<file path="config.mk">
export PLATFORM = sky130hd
export DESIGN_NAME = pwr_seq_top
export DESIGN_NICKNAME = d
export VERILOG_FILES = /design/src/rtl/pwr_seq_pkg.sv /design/src/rtl/pwr_sync2.sv /design/src/rtl/pwr_stage_timer.sv /design/src/rtl/pwr_seq_fsm.sv /design/src/rtl/pwr_seq_top.sv
export SDC_FILE = /design/constraint.sdc
export NUM_CORES = 1
export LEC_CHECK = 0
export ABC_AREA = 1
export BUFFER_PORTS_ARGS = -buffer_cell sky130_fd_sc_hd__buf_2
export CORE_ASPECT_RATIO = 1.25
export CORE_UTILIZATION = 50
export CTS_BUF_LIST = sky130_fd_sc_hd__clkbuf_8
export CTS_CLUSTER_SIZE = 40
export DETAILED_ROUTE_END_ITERATION = 7
export PLACE_DENSITY = 0.66
export SYNTH_ARGS = -nofsm -noshare
export SYNTH_HDL_FRONTEND = slang
export SYNTH_SLANG_ARGS = --single-unit
</file>
<file path="constraint.sdc">
create_clock -name clk -period 4.25 [get_ports clk]
set_input_delay 0.425 -clock clk [delete_from_list [all_inputs] [get_ports clk]]
set_output_delay 0.425 -clock clk [all_outputs]
set_load 0.05 [all_outputs]
</file>
<file path="src/rtl/pwr_seq_pkg.sv">
package pwr_seq_pkg;

    localparam int NUM_RAILS  = 6;
    localparam int NUM_STAGES = 3;

    typedef enum logic [2:0] {
        ST_IDLE  = 3'd0,
        ST_STG1  = 3'd1,
        ST_STG2  = 3'd2,
        ST_STG3  = 3'd3,
        ST_READY = 3'd4,
        ST_FAULT = 3'd5
    } seq_state_e;

    typedef struct packed {
        seq_state_e state;
    } fsm_regs_t;

    // Rails newly switched on by each stage (bit positions fixed by board wiring)
    localparam logic [NUM_RAILS-1:0] STG1_NEW = 6'b00_0001; // 1.8 V
    localparam logic [NUM_RAILS-1:0] STG2_NEW = 6'b00_1110; // 1.1 V, 2.5 V, 3.3 V
    localparam logic [NUM_RAILS-1:0] STG3_NEW = 6'b11_0000; // 1.0 V, 2.5 V xcvr

    function automatic logic [NUM_RAILS-1:0] rails_of(seq_state_e s);
        logic [NUM_RAILS-1:0] r;
        case (s)
            ST_STG1:  r = STG1_NEW;
            ST_STG2:  r = STG1_NEW | STG2_NEW;
            ST_STG3,
            ST_READY: r = STG1_NEW | STG2_NEW | STG3_NEW;
            default:  r = '0;
        endcase
        return r;
    endfunction

    function automatic seq_state_e stage_state(int idx);
        seq_state_e s;
        case (idx)
            0:       s = ST_STG1;
            1:       s = ST_STG2;
            default: s = ST_STG3;
        endcase
        return s;
    endfunction

endpackage

</file>
<file path="src/rtl/pwr_sync2.sv">
module pwr_sync2 #(
    parameter logic RST_VAL = 1'b0
) (
    input  logic clk,
    input  logic rst_n,
    input  logic async_in,
    output logic sync_out
);
    logic [1:0] sh_d, sh_q;

    always_comb begin
        sh_d = {sh_q[0], async_in};
    end

    always_ff @(posedge clk or negedge rst_n) begin
        if (!rst_n) sh_q <= {2{RST_VAL}};
        else        sh_q <= sh_d;
    end

    assign sync_out = sh_q[1];
endmodule

</file>
<file path="src/rtl/pwr_stage_timer.sv">
module pwr_stage_timer #(
    parameter int CYCLES = 35_000_000,
    localparam int CW    = (CYCLES > 2) ? $clog2(CYCLES) : 1
) (
    input  logic clk,
    input  logic rst_n,
    input  logic run,
    output logic done
);
    localparam logic [CW-1:0] LAST = CW'(CYCLES - 1);

    logic [CW-1:0] cnt_d, cnt_q;

    always_comb begin
        cnt_d = '0;
        if (run && cnt_q != LAST) cnt_d = cnt_q + 1'b1;
        done  = run && (cnt_q == LAST);
    end

    always_ff @(posedge clk or negedge rst_n) begin
        if (!rst_n) cnt_q <= '0;
        else        cnt_q <= cnt_d;
    end


    cnt_range_chk: assert property (@(posedge clk) disable iff (!rst_n)
        cnt_q <= LAST);


    cnt_idle_chk: assert property (@(posedge clk) disable iff (!rst_n)
        !run |=> (cnt_q == '0));
endmodule

</file>
<file path="src/rtl/pwr_seq_fsm.sv">
module pwr_seq_fsm
    import pwr_seq_pkg::*;
(
    input  logic                  clk,
    input  logic                  rst_n,
    input  logic                  pg_ok,
    input  logic [NUM_STAGES-1:0] stage_done,
    output logic [NUM_STAGES-1:0] stage_run,
    output seq_state_e            state
);
    fsm_regs_t regs_d, regs_q;

    always_comb begin
        regs_d = regs_q;
        case (regs_q.state)
            ST_IDLE:  regs_d.state = ST_STG1;
            ST_STG1:  if (stage_done[0]) regs_d.state = ST_STG2;
            ST_STG2:  if (stage_done[1]) regs_d.state = ST_STG3;
            ST_STG3:  if (stage_done[2]) regs_d.state = ST_READY;
            ST_READY: if (!pg_ok)        regs_d.state = ST_FAULT;
            ST_FAULT: regs_d.state = ST_FAULT;
            default:  regs_d.state = ST_FAULT;
        endcase
    end

    always_ff @(posedge clk or negedge rst_n) begin
        if (!rst_n) regs_q <= '{state: ST_IDLE};
        else        regs_q <= regs_d;
    end

    for (genvar g = 0; g < NUM_STAGES; g++) begin : g_run
        assign stage_run[g] = (regs_q.state == stage_state(g));
    end

    assign state = regs_q.state;


    idle_exit_chk: assert property (@(posedge clk) disable iff (!rst_n)
        (regs_q.state == ST_IDLE) |=> (regs_q.state == ST_STG1));


    ready_drop_chk: assert property (@(posedge clk) disable iff (!rst_n)
        (regs_q.state == ST_READY && !pg_ok) |=> (regs_q.state == ST_FAULT));


    fault_sticky_chk: assert property (@(posedge clk) disable iff (!rst_n)
        (regs_q.state == ST_FAULT) |=> (regs_q.state == ST_FAULT));


    early_pg_chk: assert property (@(posedge clk) disable iff (!rst_n)
        (regs_q.state inside {ST_STG1, ST_STG2, ST_STG3}) |=> (regs_q.state != ST_FAULT));
endmodule

</file>
<file path="src/rtl/pwr_seq_top.sv">
module pwr_seq_top
    import pwr_seq_pkg::*;
#(
    parameter int CLK_HZ   = 50_000_000,
    parameter int STAGE_MS = 700
) (
    input  logic                 clk,
    input  logic                 por_n,
    input  logic                 pg_all_in,
    input  logic                 btn_rst_n,
    output logic [NUM_RAILS-1:0] rail_en,
    output logic                 mod_pgood,
    output logic                 dev_rst_n,
    output logic                 noseq
);
    localparam int STAGE_CYCLES = (CLK_HZ / 1000) * STAGE_MS;

    logic                  pg_s, btn_s;
    logic [NUM_STAGES-1:0] stage_run, stage_done;
    seq_state_e            state;

    pwr_sync2 #(.RST_VAL(1'b0)) u_pg_sync (
        .clk(clk), .rst_n(por_n), .async_in(pg_all_in), .sync_out(pg_s));

    pwr_sync2 #(.RST_VAL(1'b0)) u_btn_sync (
        .clk(clk), .rst_n(por_n), .async_in(btn_rst_n), .sync_out(btn_s));

    for (genvar g = 0; g < NUM_STAGES; g++) begin : g_tmr
        pwr_stage_timer #(.CYCLES(STAGE_CYCLES)) u_tmr (
            .clk(clk), .rst_n(por_n), .run(stage_run[g]), .done(stage_done[g]));
    end

    pwr_seq_fsm u_fsm (
        .clk(clk), .rst_n(por_n), .pg_ok(pg_s),
        .stage_done(stage_done), .stage_run(stage_run), .state(state));

    assign rail_en   = rails_of(state);
    assign mod_pgood = (state == ST_READY);
    assign dev_rst_n = mod_pgood && btn_s;
    assign noseq     = btn_s;


    rails_grow_chk: assert property (@(posedge clk) disable iff (!por_n)
        (rail_en != '0) |=> (((rail_en & $past(rail_en)) == $past(rail_en)) || (rail_en == '0)));


    pgood_rails_chk: assert property (@(posedge clk) disable iff (!por_n)
        mod_pgood |-> (&rail_en));


    rst_hold_chk: assert property (@(posedge clk) disable iff (!por_n)
        !mod_pgood |-> !dev_rst_n);
endmodule

</file>
==> metrics <==
Final Hold Violating Endpoints=0; RD Place Congestion=0.964; Most used DFF post-synth=dfrtp_1; Met3 Wirelength=321 um; gr usage total=0.228; remaining global-route overflow=0; R2R cell count=10; Clk Latency, worst-skew pair=0.36 ns; Cell Area, Synth=0.00472 mm2; cts hold-fix bufs=0; Initial DRC Count=178; filler instances=891; Syn. warnings=0; Fmax achieved=452 MHz; Setup TNS Final=0 ns; vias in the first global route=3736; core footprint=0.00917 mm2; hold crit path type=in -> async; Worst-path clk slew=0.08 ns; top sig layer=met4; outcome=finished clean; Final min period=2.21 ns; crit path capture type=output pin; routed vias/inst=5.16; Initial Utilization=0.515; register area share after synthesis=0.450; total power=0.00143 W; met2 wire length=4.83 mm; Clock Skews=between 0.006 and 0.007 ns; Finish-stage setup viols=0; worst slew pin tran=0.788 ns; Final HPWL DP=7.49 mm; Largest stage delay, worst path=0.43 ns; Max Transition Viols Final=0; Wirelength per Cell=13.2 um; max_slew headroom=0.475; synth cell count leaders=141 x nor2_1, 117 x nand2_1, 85 x dfrtp_1, 70 x inv_1, 36 x nand3_1; global-route wire length before repair=17.2 mm; Worst Path Class, Setup=reg -> out; antenna-violating nets left=0; number of port buffers=12; count leader, synth=nor2_1; Clock Sinks=85; Die Footprint=0.00984 mm2; Die Wd=88.9 um; Crit path arrival time=approximately 1.8 ns; initial antenna violation count=0; delay-heaviest family, CP=buffers and inverters; Nets=637; met1 wire length=4.55 mm; Buf/Inv on CP=2; RSZ-0062 raised after global routing=no; CTS resizes=0; Unique masters post-synth=33; Crit Reg-Reg Endpoint=u_fsm.state[0]; clk buf depth=2; fraction of registers with async set/reset=1.00; Critical Path Start Type=flip-flop; Leak=2.21 nW; CP startpoint=u_fsm.state[0]; n_diodes=0; syn_nets=622; Post-synth EDFFs=0; root buf cell=clkbuf_8; io pins=13; CP max-delay cell=dfrtp_1; # DRC=0; final worst path period share=0.520; drt pass-1 iters=5; routed via count=3914; max_cap viols=0; synth top area cells=dfrtp_1 45%, nor2_1 11%, nand2_1 9.3%, inv_1 5.6%, nand3_1 3.8%; share of the synthesized area in the top cell type=0.450; Mapped Cells=615; syn avg cell area=7.68 um2; Critical Path RT=3.83 ns; cell chain of the critical path=nor3_1, inv_1, o21ai_0, buf_2; pwr/cell area=281 mW/mm2; Worst path depth=4; Layout area overhead=7.68%; area leader, netlist=dfrtp_1; pin count of the biggest net entering global routing=a little over 60; post-CTS setup buffer count=0; crit path max fanout=5; maximum vdd drop=between 0.2 and 0.25 mV; site row count=39; R2R setup slack=2.33 ns; fraction of layout cells with a size suffix above 1=0.106; CTS tree=yes; flops & latches, synth=85; Die H=approximately 110 um; WL final=9.98 mm; H-tree depth=3; CTS Buf Count=9; r2r startpoint=g_tmr[0].u_tmr.cnt_q[0]
## per-layer routing
layer  up-vias  global-route usage
met5         -                   0
met1      1850               0.295
met4         0               0.108
met2        68               0.359
met3        23              0.0484
li1       1973                   -
## flip-flops by register name, summed over array words and instances (netlist names)
signal             flops
g_tmr.u_tmr.cnt_q     78
u_fsm.state            3
u_pg_sync.sh_q         2
u_btn_sync.sh_q        2
## placed cells by master, fill, tap and decap left out, types with 9 or more instances in the layout
cell / count
nor2_4: 9
nand2_1: 117
nand2_2: 12
nand4_1: 14
inv_1: 71
xor2_1: 14
dfrtp_1: 85
nor2_1: 141
buf_2: 11
nor3_1: 22
a21oi_1: 22
clkbuf_8: 12
xnor2_1: 11
nand3_1: 36
## cells by family (layout without fill, tap and decap cells)
kind of cell             Yosys count  after routing  share of synthesized area
adder cells (fa/ha/maj)            3              3                    0.00795
flip-flops                        85             85                      0.450
XOR/XNOR                          25             25                     0.0464
AND/OR/NAND/NOR                  370            370                      0.362
AO/OA/AOI/OAI                     47             47                     0.0570
buffers and inverters             85            105                     0.0758
## area by class of cell
type	count	area [um2]	area share
Timing Repair Buffer	13	70.1	0.0138
Clock buffer	12	165	0.0325
Tap cell	123	154	0.0303
Multi-Input combinational cell	445	2240	0.440
Clock inverter	4	46.3	0.00910
Inverter	76	285	0.0561
Sequential cell	85	2130	0.418
## metrics by stage
step	utilization	instances	hold WS [ns]	worst slack [ns]	instance area [um2]
floorplan	-	615	0.129	1.00	4720
global placement	0.531	742	0.335	2.41	4870
detailed placement	0.531	742	0.337	2.32	4870
CTS	0.554	758	0.149	1.99	5080
global route	0.554	758	0.143	1.88	5080
finish	0.554	758	0.131	2.04	5080
## power by group
| group | switching (W) | total, W | leakage [nW] | internal, W |
|---|---|---|---|---|
| registers | 0.000000836 | 0.000811 | 1.16 | 0.000810 |
| logic | 0.0000176 | 0.0000198 | 0.941 | 0.00000218 |
| clock network | 0.000280 | 0.000597 | 0.110 | 0.000317 |
| total | 0.000299 | 0.00143 | 2.21 | 0.00113 |
## worst max path at each step
stage                           endpoint  slack [ns]
after floorplan               rail_en[5]        1.00
after global placement    u_fsm.state[0]        2.41
after detailed placement  u_fsm.state[0]        2.32
after CTS                     rail_en[4]        1.99
after global routing          rail_en[4]        1.88
final                         rail_en[5]        2.04
(Power assumes the default switching activity.)
